### config.mk
export PLATFORM = sky130hd
export DESIGN_NAME = boot_sequencer
export DESIGN_NICKNAME = d
export VERILOG_FILES = /design/src/rtl/boot_pkg.sv /design/src/rtl/boot_otp_fetch.sv /design/src/rtl/boot_ctrl.sv /design/src/rtl/boot_fuse_pulse.sv /design/src/rtl/boot_sequencer.sv
export SDC_FILE = /design/constraint.sdc
export NUM_CORES = 1
export LEC_CHECK = 0
export BUFFER_PORTS_ARGS = -buffer_cell sky130_fd_sc_hd__buf_2
export CORE_AREA = 10 10 130 132
export CTS_BUF_LIST = sky130_fd_sc_hd__clkbuf_8
export CTS_CLUSTER_SIZE = 8
export DETAILED_ROUTE_END_ITERATION = 10
export DIE_AREA = 0 0 140 142
export PLACE_DENSITY = 0.65
export SLEW_MARGIN = 0
export SYNTH_ARGS = -nofsm -noshare
export SYNTH_HDL_FRONTEND = slang
export SYNTH_SLANG_ARGS = --single-unit
### constraint.sdc
create_clock -name clk -period 2.74 [get_ports clk]
set_clock_uncertainty 0.05 [all_clocks]
set_input_delay 0.411 -clock clk [delete_from_list [all_inputs] [get_ports clk]]
set_output_delay 0.411 -clock clk [all_outputs]
set_load 0.02 [all_outputs]
### src/rtl/boot_pkg.sv
package boot_pkg;

    localparam int unsigned WORD_W       = 32;
    localparam int unsigned FUSE_US_MIN  = 10;
    localparam int unsigned FUSE_US_MAX  = 100;
    localparam int unsigned CFG_SEC_BIT  = 0;
    localparam int unsigned CFG_LOCK_BIT = 1;
    localparam int unsigned CFG_LEN_LSB  = 8;

    typedef logic [WORD_W-1:0] word_t;

    // Kind of OTP read in flight, returned with the data
    typedef enum logic [1:0] {
        TAG_MARK,
        TAG_CFG,
        TAG_KEY,
        TAG_IMG
    } fetch_tag_e;

    typedef enum logic [3:0] {
        ST_MARK,
        ST_CFG,
        ST_DECIDE,
        ST_KEY,
        ST_KEY_W,
        ST_COPY,
        ST_COPY_W,
        ST_EXEC,
        ST_RUN,
        ST_DL,
        ST_FAULT
    } boot_state_e;

    typedef struct packed {
        logic secure;
        logic locked;
    } boot_flags_t;

    // Blank (never blown) and fully blown markers both count as unprogrammed
    function automatic logic marker_programmed(word_t w);
        return (w != '0) && (w != '1);
    endfunction

    function automatic int unsigned blow_cycles(int unsigned us, int unsigned mhz);
        int unsigned c;
        c = us;
        if (c < FUSE_US_MIN) c = FUSE_US_MIN;
        if (c > FUSE_US_MAX) c = FUSE_US_MAX;
        return c * mhz;
    endfunction

endpackage

### src/rtl/boot_otp_fetch.sv
module boot_otp_fetch
    import boot_pkg::*;
#(
    parameter int unsigned OTP_AW = 6
) (
    input  logic              clk,
    input  logic              rst,
    input  logic              req_valid,
    input  logic [OTP_AW-1:0] req_addr,
    input  fetch_tag_e        req_tag,
    output logic              otp_rd_en,
    output logic [OTP_AW-1:0] otp_rd_addr,
    input  word_t             otp_rd_data,
    output logic              rsp_valid,
    output logic [OTP_AW-1:0] rsp_addr,
    output fetch_tag_e        rsp_tag,
    output word_t             rsp_data
);

    assign otp_rd_en   = req_valid;
    assign otp_rd_addr = req_addr;
    assign rsp_data    = otp_rd_data;

    // The array answers one cycle later; carry address and kind alongside
    always_ff @(posedge clk) begin
        if (rst) begin
            rsp_valid <= 1'b0;
            rsp_addr  <= '0;
            rsp_tag   <= TAG_MARK;
        end else begin
            rsp_valid <= req_valid;
            rsp_addr  <= req_addr;
            rsp_tag   <= req_tag;
        end
    end

endmodule

### src/rtl/boot_ctrl.sv
module boot_ctrl
    import boot_pkg::*;
#(
    parameter int unsigned OTP_AW    = 6,
    parameter int unsigned KEY_WORDS = 2
) (
    input  logic                        clk,
    input  logic                        rst,
    input  logic [KEY_WORDS*WORD_W-1:0] sec_key,
    output logic                        req_valid,
    output logic [OTP_AW-1:0]           req_addr,
    output fetch_tag_e                  req_tag,
    input  logic                        rsp_valid,
    input  logic [OTP_AW-1:0]           rsp_addr,
    input  fetch_tag_e                  rsp_tag,
    input  word_t                       rsp_data,
    output logic                        img_wr_en,
    output logic [OTP_AW-1:0]           img_wr_addr,
    output word_t                       img_wr_data,
    output logic                        exec_strobe,
    output logic                        dl_enable,
    output logic                        boot_fault,
    output logic                        prog_allowed
);

    localparam int unsigned DEPTH   = 1 << OTP_AW;
    localparam int unsigned KEY_LO  = DEPTH - 2 - KEY_WORDS;
    localparam logic [OTP_AW-1:0] MARK_A    = OTP_AW'(DEPTH - 1);
    localparam logic [OTP_AW-1:0] CFG_A     = OTP_AW'(DEPTH - 2);
    localparam logic [OTP_AW-1:0] KEY_A     = OTP_AW'(KEY_LO);
    localparam logic [OTP_AW-1:0] IMG_MAX_A = OTP_AW'(KEY_LO);
    localparam logic [OTP_AW-1:0] KEY_LAST  = OTP_AW'(KEY_WORDS - 1);

    boot_state_e       state_q, state_d;
    logic [OTP_AW-1:0] idx_q, idx_d;
    logic [OTP_AW-1:0] len_q;
    logic              marker_ok_q;
    boot_flags_t       flags_q;
    logic              mismatch_q;

    // Reference key split into words
    word_t key_words [KEY_WORDS];
    for (genvar g = 0; g < KEY_WORDS; g++) begin : g_key
        assign key_words[g] = sec_key[g*WORD_W +: WORD_W];
    end

    word_t key_sel;
    always_comb begin
        key_sel = '0;
        for (int i = 0; i < KEY_WORDS; i++) begin
            if (rsp_addr == KEY_A + OTP_AW'(i)) key_sel = key_words[i];
        end
    end

    logic key_bad;
    assign key_bad = rsp_valid && (rsp_tag == TAG_KEY) && (rsp_data != key_sel);

    // Configuration decode, valid while the configuration word is returning
    boot_flags_t       cfg_flags;
    logic [OTP_AW-1:0] cfg_len_raw, cfg_len;
    always_comb begin
        cfg_flags.secure = rsp_data[CFG_SEC_BIT];
        cfg_flags.locked = rsp_data[CFG_LOCK_BIT];
        cfg_len_raw      = rsp_data[CFG_LEN_LSB +: OTP_AW];
        cfg_len          = (cfg_len_raw > IMG_MAX_A) ? IMG_MAX_A : cfg_len_raw;
    end

    always_comb begin
        state_d   = state_q;
        idx_d     = idx_q;
        req_valid = 1'b0;
        req_addr  = '0;
        req_tag   = TAG_IMG;
        unique case (state_q)
            ST_MARK: begin
                req_valid = 1'b1;
                req_addr  = MARK_A;
                req_tag   = TAG_MARK;
                state_d   = ST_CFG;
            end
            ST_CFG: begin
                req_valid = 1'b1;
                req_addr  = CFG_A;
                req_tag   = TAG_CFG;
                state_d   = ST_DECIDE;
            end
            ST_DECIDE: begin
                idx_d = '0;
                if (!marker_ok_q)            state_d = ST_DL;
                else if (cfg_flags.secure)   state_d = ST_KEY;
                else if (cfg_len == '0)      state_d = ST_EXEC;
                else                         state_d = ST_COPY;
            end
            ST_KEY: begin
                req_valid = 1'b1;
                req_addr  = KEY_A + idx_q;
                req_tag   = TAG_KEY;
                idx_d     = idx_q + OTP_AW'(1);
                if (idx_q == KEY_LAST) begin
                    idx_d   = '0;
                    state_d = ST_KEY_W;
                end
            end
            ST_KEY_W: begin
                if (mismatch_q || key_bad) state_d = ST_FAULT;
                else if (len_q == '0)      state_d = ST_EXEC;
                else                       state_d = ST_COPY;
            end
            ST_COPY: begin
                req_valid = 1'b1;
                req_addr  = idx_q;
                req_tag   = TAG_IMG;
                idx_d     = idx_q + OTP_AW'(1);
                if (idx_q == len_q - OTP_AW'(1)) state_d = ST_COPY_W;
            end
            ST_COPY_W: state_d = ST_EXEC;
            ST_EXEC:   state_d = ST_RUN;
            ST_RUN:    state_d = ST_RUN;
            ST_DL:     state_d = ST_DL;
            ST_FAULT:  state_d = ST_FAULT;
            default:   state_d = ST_FAULT;
        endcase
    end

    always_ff @(posedge clk) begin
        if (rst) begin
            state_q     <= ST_MARK;
            idx_q       <= '0;
            len_q       <= '0;
            marker_ok_q <= 1'b0;
            flags_q     <= '0;
            mismatch_q  <= 1'b0;
        end else begin
            state_q <= state_d;
            idx_q   <= idx_d;
            if (rsp_valid && rsp_tag == TAG_MARK) marker_ok_q <= marker_programmed(rsp_data);
            if (rsp_valid && rsp_tag == TAG_CFG) begin
                flags_q <= cfg_flags;
                len_q   <= cfg_len;
            end
            if (state_q == ST_DECIDE) mismatch_q <= 1'b0;
            else if (key_bad)         mismatch_q <= 1'b1;
        end
    end

    assign img_wr_en    = rsp_valid && (rsp_tag == TAG_IMG);
    assign img_wr_addr  = rsp_addr;
    assign img_wr_data  = rsp_data;
    assign exec_strobe  = (state_q == ST_EXEC);
    assign dl_enable    = (state_q == ST_DL);
    assign boot_fault   = (state_q == ST_FAULT);
    assign prog_allowed = ((state_q == ST_DL) || (state_q == ST_RUN)) && !flags_q.locked;

endmodule

### src/rtl/boot_fuse_pulse.sv
module boot_fuse_pulse #(
    parameter int unsigned BIT_AW = 11,
    parameter int unsigned CYCLES = 2000
) (
    input  logic              clk,
    input  logic              rst,
    input  logic              allowed,
    input  logic              prog_req,
    input  logic [BIT_AW-1:0] prog_bit_addr,
    output logic              fuse_blow,
    output logic [BIT_AW-1:0] fuse_blow_addr
);

    localparam int unsigned CW = $clog2(CYCLES + 1);

    logic [CW-1:0] cnt_q;
    logic          busy_q;

    always_ff @(posedge clk) begin
        if (rst) begin
            busy_q         <= 1'b0;
            cnt_q          <= '0;
            fuse_blow_addr <= '0;
        end else if (busy_q) begin
            cnt_q <= cnt_q - CW'(1);
            if (cnt_q == CW'(1)) busy_q <= 1'b0;
        end else if (prog_req && allowed) begin
            busy_q         <= 1'b1;
            cnt_q          <= CW'(CYCLES);
            fuse_blow_addr <= prog_bit_addr;
        end
    end

    assign fuse_blow = busy_q;

endmodule

### src/rtl/boot_sequencer.sv
module boot_sequencer
    import boot_pkg::*;
#(
    parameter int unsigned OTP_AW    = 6,
    parameter int unsigned RAM_AW    = 8,
    parameter int unsigned KEY_WORDS = 2,
    parameter int unsigned CLK_MHZ   = 100,
    parameter int unsigned BLOW_US   = 20
) (
    input  logic                        clk,
    input  logic                        rst,
    output logic                        otp_rd_en,
    output logic [OTP_AW-1:0]           otp_rd_addr,
    input  logic [31:0]                 otp_rd_data,
    output logic                        ram_wr_en,
    output logic [RAM_AW-1:0]           ram_wr_addr,
    output logic [31:0]                 ram_wr_data,
    input  logic [KEY_WORDS*32-1:0]     sec_key,
    input  logic                        prog_req,
    input  logic [OTP_AW+4:0]           prog_bit_addr,
    output logic                        fuse_blow,
    output logic [OTP_AW+4:0]           fuse_blow_addr,
    output logic                        dl_enable,
    output logic                        exec_strobe,
    output logic                        boot_fault
);

    localparam int unsigned BLOW_N = blow_cycles(BLOW_US, CLK_MHZ);
    localparam int unsigned BIT_AW = OTP_AW + 5;

    logic              req_valid;
    logic [OTP_AW-1:0] req_addr;
    fetch_tag_e        req_tag;
    logic              rsp_valid;
    logic [OTP_AW-1:0] rsp_addr;
    fetch_tag_e        rsp_tag;
    word_t             rsp_data;
    logic              img_wr_en;
    logic [OTP_AW-1:0] img_wr_addr;
    word_t             img_wr_data;
    logic              prog_allowed;

    boot_otp_fetch #(.OTP_AW(OTP_AW)) u_fetch (
        .clk         (clk),
        .rst         (rst),
        .req_valid   (req_valid),
        .req_addr    (req_addr),
        .req_tag     (req_tag),
        .otp_rd_en   (otp_rd_en),
        .otp_rd_addr (otp_rd_addr),
        .otp_rd_data (otp_rd_data),
        .rsp_valid   (rsp_valid),
        .rsp_addr    (rsp_addr),
        .rsp_tag     (rsp_tag),
        .rsp_data    (rsp_data)
    );

    boot_ctrl #(.OTP_AW(OTP_AW), .KEY_WORDS(KEY_WORDS)) u_ctrl (
        .clk          (clk),
        .rst          (rst),
        .sec_key      (sec_key),
        .req_valid    (req_valid),
        .req_addr     (req_addr),
        .req_tag      (req_tag),
        .rsp_valid    (rsp_valid),
        .rsp_addr     (rsp_addr),
        .rsp_tag      (rsp_tag),
        .rsp_data     (rsp_data),
        .img_wr_en    (img_wr_en),
        .img_wr_addr  (img_wr_addr),
        .img_wr_data  (img_wr_data),
        .exec_strobe  (exec_strobe),
        .dl_enable    (dl_enable),
        .boot_fault   (boot_fault),
        .prog_allowed (prog_allowed)
    );

    boot_fuse_pulse #(.BIT_AW(BIT_AW), .CYCLES(BLOW_N)) u_pulse (
        .clk            (clk),
        .rst            (rst),
        .allowed        (prog_allowed),
        .prog_req       (prog_req),
        .prog_bit_addr  (prog_bit_addr),
        .fuse_blow      (fuse_blow),
        .fuse_blow_addr (fuse_blow_addr)
    );

    assign ram_wr_en   = img_wr_en;
    assign ram_wr_addr = RAM_AW'(img_wr_addr);
    assign ram_wr_data = img_wr_data;

endmodule

==> impl_metrics.json <==
{
  "r2r_cells": 8,
  "critPathKind": "reg -> reg",
  "synth_area_sq_um": 4247,
  "p_leak_nw": 2.118,
  "hpwl_mm": 10.70,
  "nNetsFinal": 782,
  "yosysWarningCount": 0,
  "reg2reg_setup_slack_ps": 400,
  "min_to": "u_pulse.fuse_blow_addr[8]",
  "hold_slack_ps": 281.7,
  "fin_ws_ps": 398.1,
  "totalWireLength_mm": 13.21,
  "async_flop_share": 0,
  "grt_usage": 0.1265,
  "cp-end-kind": "flip-flop",
  "worstHoldPathType": "in -> reg",
  "final_cells": 848,
  "placed_cells_incl_taps": 840,
  "fillers": 1579,
  "crit_arrival_ps": 2480,
  "period_share": 0.8547,
  "row_count": 44,
  "rsz0062_at_grt": "no",
  "syn_to_final_growth_pct": 20.54,
  "drtIter0Drc": 240,
  "fp.coreArea_sq_um": 14310,
  "ant_nets": 0,
  "finalPower_mw": 3.651,
  "max-vdd-ir-drop_mv": 0.2924,
  "antenna_found_initial": 0,
  "routed_via_density": 5.014,
  "hold_violations": 0,
  "max_freq_mhz": 427.0,
  "final_cell_mix": "buf_2, nand2_1, dfxtp_1",
  "r2r_end": "u_ctrl.state_q[3]",
  "reg2reg_from": "u_fetch.rsp_addr[0]",
  "hp-start": "prog_bit_addr[8]",
  "clock_latency_ps": 310,
  "synthesis.instances": 535,
  "layout.area.seq_sq_um": 1022,
  "place_congestion": 0.8338,
  "critPathLaunchType": "flip-flop",
  "power.density_nw_per_um2": 713.3,
  "final_area_sq_um": 5119,
  "grt_overflow_total": 0,
  "finalMaxSlewViolations": 0,
  "route.detailed.wl_per_inst_microns": 15.58,
  "diodes": 0,
  "drt_first_pass_iters": 4,
  "cts_setup_buffers": 0,
  "tightest_slew_ps": 586.1,
  "crit_chain": "buf_12, mux2i_1, nand2_1, a211oi_1, a21oi_1, nor4_1, and4_4, o21ai_0",
  "cts_sinks": 51,
  "min_path_cells": 3,
  "cts.clk_slew.worst_paths_ps": 100,
  "outcome": "complete, no violations",
  "io_buffers": 170,
  "grt_pass1_wl_mm": 21.49,
  "die_area_sq_um": 19880,
  "die_w_microns": 140,
  "fin_util": 0.3576,
  "setup_violations": 0,
  "placed_area_sq_um": 5021,
  "worst-path-max-fanout": 33,
  "synth_edf_count": 0,
  "vias": 4252,
  "max-cap-violations": 0,
  "critPathTopFamily": "simple AND/OR/NAND/NOR gates",
  "cts_made_buffers": 5,
  "cp_num_buf_inv": 1,
  "fin_setup_tns_ps": 0,
  "die_h_microns": 142,
  "cts_resized": 0,
  "netlist-cell-type-count": 64,
  "h-tree-depth": 2,
  "synth-main-ff-cell": "dfxtp_1",
  "grt_max_degree": 34,
  "root_buffer": "clkbuf_8",
  "cts_tree": "built",
  "ctsHoldBuffers": 0,
  "cts_buffer_depth": 2,
  "min_period_ps": 2342,
  "drc": 0,
  "initial_core_util": 0.2967,
  "relSlewSlack": 0.6063,
  "mostFrequentLayoutCell": "buf_2",
  "synth-seq-cells": 51,
  "crit_slowest_cell": "nor4_1",
  "critical_path_required_ps": 2880,
  "multi_input_area_sq_um": 2785,
  "seq_area_frac_synth": 0.2404,
  "drive_gt1_frac": 0.3117,
  "pre_cts_slack_ps": 360.9,
  "grt_pass1_vias": 4325,
  "syn_avg_cell_area_sq_um": 7.938,
  "critical_path.max_stage_delay_ps": 410,
  "ios": 173
}
==> cells by family (layout without fill, tap and decap cells) <==
kind of cell | Yosys count | in the layout | synth area share
other | 1 | 2 | 0.0008831
muxes | 40 | 40 | 0.1040
xor gates and xnor gates | 30 | 30 | 0.06187
and+or+nand+nor | 213 | 213 | 0.2658
AOI/OAI and AO/OA | 119 | 119 | 0.1953
DFF | 51 | 51 | 0.2404
adders and majority gates | 9 | 9 | 0.02652
buffers and inverters | 72 | 200 | 0.1052
==> power breakdown <==
group	switching (mW)	total, mW	internal, mW	leakage (nW)
Combinational	1.24	2.11	0.866	1.65
Sequential	0.164	1.07	0.911	0.416
Clock	0.277	0.467	0.190	0.0502
==> per-layer routing <==
layer / global-route usage / routed length, microns / share of wire / vias to the layer above
met5: 0 / 0 / 0 / -
met4: 0.02554 / 95 / 0.0072 / 0
met3: 0.02670 / 772 / 0.058 / 6
met2: 0.2158 / 6341 / 0.48 / 145
met1: 0.1608 / 6001 / 0.45 / 1948
li1: - / - / - / 2153
==> worst reg2reg max path, cell delays in order (launching register included) <==
cell,delay [ps]
dfxtp_2,350
buf_12,240
mux2i_1,380
nand2_1,90
a211oi_1,240
a21oi_1,80
nor4_1,410
and4_4,310
o21ai_0,80
==> layout make-up <==
class	count	area share
repair buffers	180	0.1833
clock inverters	3	0.005622
well taps	184	0.04498
inverters	12	0.008800
flip-flops and latches	51	0.1997
clock buffers	5	0.01344
multi-input cells	413	0.5441
==> sequential cells by signal, indices dropped and copies added (netlist names) <==
register and count:
u_pulse.fuse_blow_addr 11, u_fetch.rsp_addr 6, u_pulse.fuse_blow 1, u_ctrl.marker_ok_q 1, u_fetch.rsp_valid 1, u_ctrl.state_q 4, u_ctrl.idx_q 6, u_fetch.rsp_tag 2
u_pulse.cnt_q 11, u_ctrl.mismatch_q 1, u_ctrl.flags_q 1, u_ctrl.len_q 6
==> cells in the mapped netlist, types with 10 or more instances <==
cell type,instances,share of area
dfxtp_1,51,0.24
nand2_1,51,0.045
nor2_1,42,0.037
a21oi_1,40,0.047
mux2i_1,36,0.085
buf_4,34,0.060
nor2b_1,22,0.032
a211oi_1,20,0.035
nor3_1,19,0.022
nor3b_1,19,0.034
xor2_1,18,0.037
a22o_1,14,0.029
nor4_1,14,0.021
clkbuf_1,13,0.011
inv_1,12,0.011
xnor2_1,12,0.025
nand4_1,10,0.015
==> worst max path at each step <==
stage	cells after the start	slack, ps	start	end
6_report	8	400	u_fetch.rsp_addr[0]	u_ctrl.state_q[3]
5_1_grt	9	170	u_ctrl.len_q[0]	u_ctrl.state_q[2]
4_1_cts	8	340	u_fetch.rsp_addr[0]	u_ctrl.state_q[3]
3_3_place_gp	8	370	u_fetch.rsp_addr[0]	u_ctrl.state_q[3]
3_5_place_dp	8	360	u_fetch.rsp_addr[0]	u_ctrl.state_q[3]
2_1_floorplan	8	540	u_fetch.rsp_addr[0]	u_ctrl.state_q[3]
(Power assumes the default switching activity.)
